## src/rtl/mc_core_pkg.sv

```systemverilog
package mc_core_pkg;
  localparam logic [5:0] OP_LD  = 6'b011000;
  localparam logic [5:0] OP_ST  = 6'b011001;
  localparam logic [5:0] OP_BEQ = 6'b011100;
  localparam logic [5:0] OP_BNE = 6'b011101;
  localparam logic [1:0] CLS_REG = 2'b10;
  localparam logic [1:0] CLS_LIT = 2'b11;

  typedef enum logic [3:0] {
    FN_ADD = 4'h0, FN_SUB = 4'h1, FN_MUL = 4'h2,
    FN_CEQ = 4'h4, FN_CLT = 4'h5, FN_CLE = 4'h6,
    FN_AND = 4'h8, FN_OR  = 4'h9, FN_XOR = 4'hA,
    FN_SHL = 4'hC, FN_SHR = 4'hD, FN_SAR = 4'hE
  } alu_fn_e;

  typedef enum logic [1:0] {S_FETCH, S_EXEC, S_HALT} state_e;

  function automatic logic fn_valid(logic [3:0] f);
    case (f)
      4'h0, 4'h1, 4'h2, 4'h4, 4'h5, 4'h6,
      4'h8, 4'h9, 4'hA, 4'hC, 4'hD, 4'hE: return 1'b1;
      default: return 1'b0;
    endcase
  endfunction
endpackage

```

## src/rtl/mc_decode.sv

```systemverilog
module mc_decode
  import mc_core_pkg::*;
#(
  parameter int DATA_W = 32,
  parameter int RA_W   = 5
) (
  input  logic [31:0]       instr_i,
  output logic [RA_W-1:0]   rc_o,
  output logic [RA_W-1:0]   ra_o,
  output logic [RA_W-1:0]   rb_o,
  output logic [DATA_W-1:0] lit_o,
  output alu_fn_e           fn_o,
  output logic              is_alu_o,
  output logic              use_lit_o,
  output logic              is_ld_o,
  output logic              is_st_o,
  output logic              is_br_o,
  output logic              br_ne_o,
  output logic              illegal_o
);
  logic [5:0] op;
  assign op    = instr_i[31:26];
  assign rc_o  = instr_i[25:21];
  assign ra_o  = instr_i[20:16];
  assign rb_o  = instr_i[15:11];
  assign lit_o = {{(DATA_W-16){instr_i[15]}}, instr_i[15:0]};
  assign fn_o  = alu_fn_e'(op[3:0]);

  always_comb begin
    is_alu_o  = (op[5:4] == CLS_REG || op[5:4] == CLS_LIT) && fn_valid(op[3:0]);
    use_lit_o = op[5:4] == CLS_LIT;
    is_ld_o   = op == OP_LD;
    is_st_o   = op == OP_ST;
    is_br_o   = op == OP_BEQ || op == OP_BNE;
    br_ne_o   = op == OP_BNE;
    illegal_o = !(is_alu_o || is_ld_o || is_st_o || is_br_o);
  end
endmodule

```

## src/rtl/mc_alu.sv

```systemverilog
module mc_alu
  import mc_core_pkg::*;
#(
  parameter int DATA_W = 32
) (
  input  alu_fn_e           fn_i,
  input  logic [DATA_W-1:0] a_i,
  input  logic [DATA_W-1:0] b_i,
  output logic [DATA_W-1:0] y_o
);
  localparam int SH_W = $clog2(DATA_W);
  logic [SH_W-1:0] shamt;
  assign shamt = b_i[SH_W-1:0];

  always_comb begin
    case (fn_i)
      FN_ADD: y_o = a_i + b_i;
      FN_SUB: y_o = a_i - b_i;
      FN_MUL: y_o = a_i * b_i;
      FN_CEQ: y_o = {{(DATA_W-1){1'b0}}, a_i == b_i};
      FN_CLT: y_o = {{(DATA_W-1){1'b0}}, $signed(a_i) < $signed(b_i)};
      FN_CLE: y_o = {{(DATA_W-1){1'b0}}, $signed(a_i) <= $signed(b_i)};
      FN_AND: y_o = a_i & b_i;
      FN_OR:  y_o = a_i | b_i;
      FN_XOR: y_o = a_i ^ b_i;
      FN_SHL: y_o = a_i << shamt;
      FN_SHR: y_o = a_i >> shamt;
      FN_SAR: y_o = $unsigned($signed(a_i) >>> shamt);
      default: y_o = '0;
    endcase
  end

  // compares yield 0 or 1 only
  always_comb begin
    if (fn_i == FN_CEQ || fn_i == FN_CLT || fn_i == FN_CLE)
      a_r6_cmp_bool: assert (y_o[DATA_W-1:1] == '0);
  end
endmodule

```

## src/rtl/mc_regfile.sv

```systemverilog
module mc_regfile #(
  parameter int DATA_W = 32,
  parameter int NREG   = 32
) (
  input  logic                    clk_i,
  input  logic                    rst_ni,
  input  logic [$clog2(NREG)-1:0] raddr_a_i,
  input  logic [$clog2(NREG)-1:0] raddr_b_i,
  input  logic [$clog2(NREG)-1:0] raddr_c_i,
  output logic [DATA_W-1:0]       rdata_a_o,
  output logic [DATA_W-1:0]       rdata_b_o,
  output logic [DATA_W-1:0]       rdata_c_o,
  input  logic                    we_i,
  input  logic [$clog2(NREG)-1:0] waddr_i,
  input  logic [DATA_W-1:0]       wdata_i
);
  localparam int AW = $clog2(NREG);
  localparam logic [AW-1:0] ZERO_IDX = AW'(NREG - 1);

  logic [DATA_W-1:0] rf_q [NREG-1];

  for (genvar gi = 0; gi < NREG - 1; gi++) begin : g_reg
    always_ff @(posedge clk_i or negedge rst_ni) begin
      if (!rst_ni) rf_q[gi] <= '0;
      else if (we_i && waddr_i == AW'(gi)) rf_q[gi] <= wdata_i;
    end
  end

  assign rdata_a_o = (raddr_a_i == ZERO_IDX) ? '0 : rf_q[raddr_a_i];
  assign rdata_b_o = (raddr_b_i == ZERO_IDX) ? '0 : rf_q[raddr_b_i];
  assign rdata_c_o = (raddr_c_i == ZERO_IDX) ? '0 : rf_q[raddr_c_i];

  a_r4_write_lands: assert property (@(posedge clk_i) disable iff (!rst_ni)
    (we_i && waddr_i != ZERO_IDX) |=> rf_q[$past(waddr_i)] == $past(wdata_i));
endmodule

```

## src/rtl/mc_risc_core.sv

```systemverilog
module mc_risc_core
  import mc_core_pkg::*;
#(
  parameter int DATA_W = 32,
  parameter int NREG   = 32
) (
  input  logic              clk_i,
  input  logic              rst_ni,
  output logic [DATA_W-1:0] mem_addr_o,
  output logic [DATA_W-1:0] mem_wdata_o,
  input  logic [DATA_W-1:0] mem_rdata_i,
  output logic              mem_we_o,
  output logic              illegal_o
);
  localparam int AW = $clog2(NREG);

  state_e            state_q;
  logic [DATA_W-1:0] pc_q;
  logic [31:0]       ir_q;
  logic              illegal_q;

  logic [AW-1:0]     rc, ra, rb;
  logic [DATA_W-1:0] lit, ra_val, rb_val, rc_val, alu_y, ea, wdata;
  alu_fn_e           fn;
  logic is_alu, use_lit, is_ld, is_st, is_br, br_ne, dec_ill;
  logic exec_ok, br_take, rf_we;

  mc_decode #(.DATA_W(DATA_W), .RA_W(AW)) u_dec (
    .instr_i(ir_q), .rc_o(rc), .ra_o(ra), .rb_o(rb), .lit_o(lit), .fn_o(fn),
    .is_alu_o(is_alu), .use_lit_o(use_lit), .is_ld_o(is_ld), .is_st_o(is_st),
    .is_br_o(is_br), .br_ne_o(br_ne), .illegal_o(dec_ill)
  );

  mc_regfile #(.DATA_W(DATA_W), .NREG(NREG)) u_rf (
    .clk_i, .rst_ni,
    .raddr_a_i(ra), .raddr_b_i(rb), .raddr_c_i(rc),
    .rdata_a_o(ra_val), .rdata_b_o(rb_val), .rdata_c_o(rc_val),
    .we_i(rf_we), .waddr_i(rc), .wdata_i(wdata)
  );

  mc_alu #(.DATA_W(DATA_W)) u_alu (
    .fn_i(fn), .a_i(ra_val), .b_i(use_lit ? lit : rb_val), .y_o(alu_y)
  );

  assign exec_ok = state_q == S_EXEC && !dec_ill;
  assign ea      = ra_val + lit;
  assign br_take = br_ne ? (ra_val != '0) : (ra_val == '0);
  assign rf_we   = exec_ok && (is_alu || is_ld || is_br);

  always_comb begin
    if (is_ld)      wdata = mem_rdata_i;
    else if (is_br) wdata = pc_q;
    else            wdata = alu_y;
  end

  always_comb begin
    if (exec_ok && (is_ld || is_st)) mem_addr_o = {ea[DATA_W-1:2], 2'b00};
    else                             mem_addr_o = {pc_q[DATA_W-1:2], 2'b00};
  end
  assign mem_we_o    = exec_ok && is_st;
  assign mem_wdata_o = rc_val;
  assign illegal_o   = illegal_q;

  always_ff @(posedge clk_i or negedge rst_ni) begin
    if (!rst_ni) begin
      state_q   <= S_FETCH;
      pc_q      <= '0;
      ir_q      <= '0;
      illegal_q <= 1'b0;
    end else begin
      case (state_q)
        S_FETCH: begin
          ir_q    <= mem_rdata_i;
          pc_q    <= pc_q + DATA_W'(4);
          state_q <= S_EXEC;
        end
        S_EXEC: begin
          if (dec_ill) begin
            illegal_q <= 1'b1;
            state_q   <= S_HALT;
          end else begin
            if (is_br && br_take) pc_q <= pc_q + (lit << 2);
            state_q <= S_FETCH;
          end
        end
        default: state_q <= S_HALT;
      endcase
    end
  end

  a_r3_pc_step: assert property (@(posedge clk_i) disable iff (!rst_ni)
    state_q == S_EXEC |-> pc_q == $past(pc_q) + DATA_W'(4));
  a_r3_fetch_no_write: assert property (@(posedge clk_i) disable iff (!rst_ni)
    state_q == S_FETCH |-> !mem_we_o);
  a_r8_we_after_fetch: assert property (@(posedge clk_i) disable iff (!rst_ni)
    mem_we_o |-> $past(state_q) == S_FETCH);
  a_r12_halt_sticky: assert property (@(posedge clk_i) disable iff (!rst_ni)
    illegal_o |=> illegal_o && !mem_we_o && $stable(mem_addr_o));
endmodule

```

## config.mk

```make
export PLATFORM = sky130hd
export DESIGN_NAME = mc_risc_core
export DESIGN_NICKNAME = d
export VERILOG_FILES = /design/src/rtl/mc_core_pkg.sv /design/src/rtl/mc_decode.sv /design/src/rtl/mc_alu.sv /design/src/rtl/mc_regfile.sv /design/src/rtl/mc_risc_core.sv
export SDC_FILE = /design/constraint.sdc
export NUM_CORES = 2
export LEC_CHECK = 0
export BUFFER_PORTS_ARGS = -buffer_cell sky130_fd_sc_hd__buf_2
export CELL_PAD_IN_SITES_DETAIL_PLACEMENT = 1
export CELL_PAD_IN_SITES_GLOBAL_PLACEMENT = 2
export CORE_ASPECT_RATIO = 0.75
export CORE_MARGIN = 3
export CORE_UTILIZATION = 49
export CTS_CLUSTER_DIAMETER = 150
export DETAILED_ROUTE_END_ITERATION = 10
export GPL_ROUTABILITY_DRIVEN = 1
export PLACE_DENSITY_LB_ADDON = 0.1
export SLEW_MARGIN = 20
export SYNTH_ARGS = -nofsm -noshare
export SYNTH_HDL_FRONTEND = slang
export SYNTH_HIERARCHICAL = 1
export SYNTH_SLANG_ARGS = --single-unit
```

## constraint.sdc

```tcl
create_clock -name clk_i -period 22.9 [get_ports clk_i]
set_clock_uncertainty 0.05 [all_clocks]
set_input_delay 0 -clock clk_i [delete_from_list [all_inputs] [get_ports clk_i]]
set_output_delay 0 -clock clk_i [all_outputs]
set_load 0.01 [all_outputs]
```

==> results.yml <==
outcome:
  outcome: "complete, no violations"
critical_path:
  ff2ff_path_depth: 32
  path_delay_family: "adder cells"
  critPathMostFrequentCell: "fa_1"
  cp_num_buf_inv: 7
  worstSetupStartpointType: "register"
  crit_fanout: 107
  slowest_stage: "dfrtp_4"
  arrival_ns: 14.69
  r2r-start: "ir_q[17]$_DFFE_PN0N_"
  r2r_setup_slack_ns: 8.80
  reg2reg_to: "u_rf/rf_q[152]$_DFFE_PN0P_"
  cp.required_ns: 23.50
  critPathKind: "reg -> reg"
  end_kind: "register"
  slowest_delay_ns: 0.84
floorplan:
  die_w_um: 506
  coreArea_mm2: 0.186
  die_h_um: 381
  boundaryPins: 100
  die_area_mm2: 0.193
  initial_utilization_pct: 49.4
  row_count: 137
cells_and_area:
  regArea_mm2: 0.0265
  drive_gt1_share_pct: 32.6
  fin_area_mm2: 0.0992
  multiInputGateArea_mm2: 0.0606
  fin_util_pct: 53.3
  nNetsFinal: 8592
  fillers: 19200
  areaGrowthSynthToFinish_pct: 7.92
synth:
  netlist_instances: 8105
  ys_warn_count: 6
  synthTopCellsByCount: "1,222 x mux2_2, 1,057 x dfrtp_1, 668 x mux4_2"
  yosys-top-cells-area: "dfrtp_1 29%, mux4_2 16%, mux2_2 15%"
  synth_ff_type: "dfrtp_1"
  synth_top_area_share_pct: 28.8
  synth_cell_types: 103
  syn_area_per_cell_um2: 11.3
  synth_edf_count: 0
  synthArstFlopShare_pct: 100
  synth_area_mm2: 0.0919
  yosys.cell_count.top_type: "mux2_2"
  yosysTopAreaCell: "dfrtp_1"
  synth_seq_cells: 1057
  ys_seq_area_share_pct: 28.8
routing:
  routed_wire_length_per_instance_um: 40.8
  firstDrtPassIters: 6
  drc: 0
  ant_nets: 0
  drt_iter0_markers: 9880
  vias_per_cell: 7.24
  num_vias: 75900
  wirelength_um: 427000
global_routing:
  grt_max_degree: 167
  grt_pass1_vias: 77300
  grt_pass1_wl_um: 603000
  antenna_found_initial: 33
  grt.overflow.total: 0
  globalRouteTotalUtil_pct: 43.8
sta:
  fmax_mhz: 70.9
  finalCritPeriodShare_pct: 61.6
  period_minus_slack_ns: 14.10
  finalHoldViolCount: 0
  drv_slew: 0
  setup_viol: 0
  slew_headroom_pct: 12.2
  finalSetupTns_ns: 0
  worst_pin_slew_ns: 1.30
  rsz0062_at_grt: "false"
placed_design:
  dp_hpwl_um: 287000
  postPlaceCellArea_mm2: 0.0946
  gp_congestion: 1.02
  io_buffer_count: 97
worst_hold_path:
  holdCritStartpoint: "mem_rdata_i[31]"
  min_path_type: "in -> reg"
  hold_path_end: "ir_q[31]$_DFFE_PN0N_"
  whs_path_depth: 3
clock_tree:
  cts-buffers-inserted: 113
  clockRootBuffer: "clkbuf_16"
  clk_path_buf_depth: 3
  cts_tree: "built"
  htreeDepth: 3
  cts_sinks: 1057
  insertion_delay_ns: 0.79
  clkTransAtPathRegs_ns: 0.06
flow_run:
  drv_cap: 0
flip-flops by register name, indices dropped and copies added, names as in the netlist:
signal,cells
illegal_o,1
ir_q,32
pc_q,30
state_q,2
u_rf/rf_q,992
routing by layer:
metal,wire [um],global-route usage [%],up-vias
met5,267,0.595,-
li1,-,-,29200
met2,171000,58.8,4985
met4,20700,17.5,16
met3,62000,19.8,1029
met1,173000,61.0,40600
worst max-delay path by stage:
stage	startpoint	end	slack, ns	cells after the start
floorplan	ir_q[12]$_DFFE_PN0N_	u_rf/rf_q[222]$_DFFE_PN0P_	12.26	39
global placement	ir_q[17]$_DFFE_PN0N_	u_rf/rf_q[956]$_DFFE_PN0P_	8.52	30
detailed placement	ir_q[17]$_DFFE_PN0N_	u_rf/rf_q[152]$_DFFE_PN0P_	9.26	32
CTS	ir_q[17]$_DFFE_PN0N_	u_rf/rf_q[152]$_DFFE_PN0P_	9.14	32
global route	ir_q[17]$_DFFE_PN0N_	u_rf/rf_q[792]$_DFFE_PN0P_	8.35	32
finish	ir_q[17]$_DFFE_PN0N_	u_rf/rf_q[152]$_DFFE_PN0P_	8.80	32
kinds of logic after synthesis:
| family | after synthesis | synth area share [%] |
|---|---|---|
| flip-flops | 1057 | 28.8 |
| adder cells (fa/ha/maj) | 690 | 12.7 |
| AO/OA/AOI/OAI | 1267 | 9.54 |
| multiplexers | 2168 | 34.4 |
| other | 1 | 0.00408 |
| XOR/XNOR | 134 | 1.28 |
| AND/OR/NAND/NOR | 1522 | 7.37 |
| buffers and inverters | 1266 | 5.94 |
cell type report:
type,instances,share of cell area (%)
inverter,507,1.93
antenna,15,0.0378
multi-input combinational,5783,61.1
sequential,1057,26.7
timing repair buffer,406,3.17
tap,2502,3.15
clock buffer,167,3.37
clock inverter,46,0.532
placed cells by master (no fill, tap or decap), types with 28 or more instances in the layout:
master         instances
and3_1                29
o211ai_1              42
nor2b_1               38
mux4_2               668
xnor2_1               96
mux2_2              1220
buf_4                238
dfrtp_1             1044
nand3_1               43
a21oi_1              232
a221o_1               54
mux2i_1              272
nor3_1                74
clkinv_2              32
xor2_1                38
a211o_1               37
o21ai_0              199
fa_1                 411
and2_1                58
or3_1                 30
clkbuf_16            116
inv_1                482
nand2_1              523
a211oi_1              94
a22oi_1               80
dlygate4sd3_1         58
a221oi_1              41
o22ai_1              118
nor2_1               523
ha_1                 279
nand2b_1              57
o21bai_1              28
buf_2                 96
a21o_1                75
tightest hold or removal path, cell delays in order:
cell	delay (ns)
dlygate4sd3_1	0.53
buf_2	0.16
mux2_2	0.16
through the flow:
stage	hold WS, ns	worst slack (ns)	instances
after floorplan	-0.346	12.26	8106
after global placement	0.0570	8.52	10200
after detailed placement	0.0519	9.26	10200
after CTS	0.00131	9.14	10500
after global routing	0.0455	8.35	10500
final	0.0566	8.80	10500
repair_timing:
action	4_1_cts	5_1_grt
resized for setup	0	0
buffers inserted	0	0
endpoints found under the hold margin	375	0
hold buffers	59	0
Power is left out: the tool's default activity adds up to more than one toggle a clock period on the data nets, which glitch-free logic cannot reach.
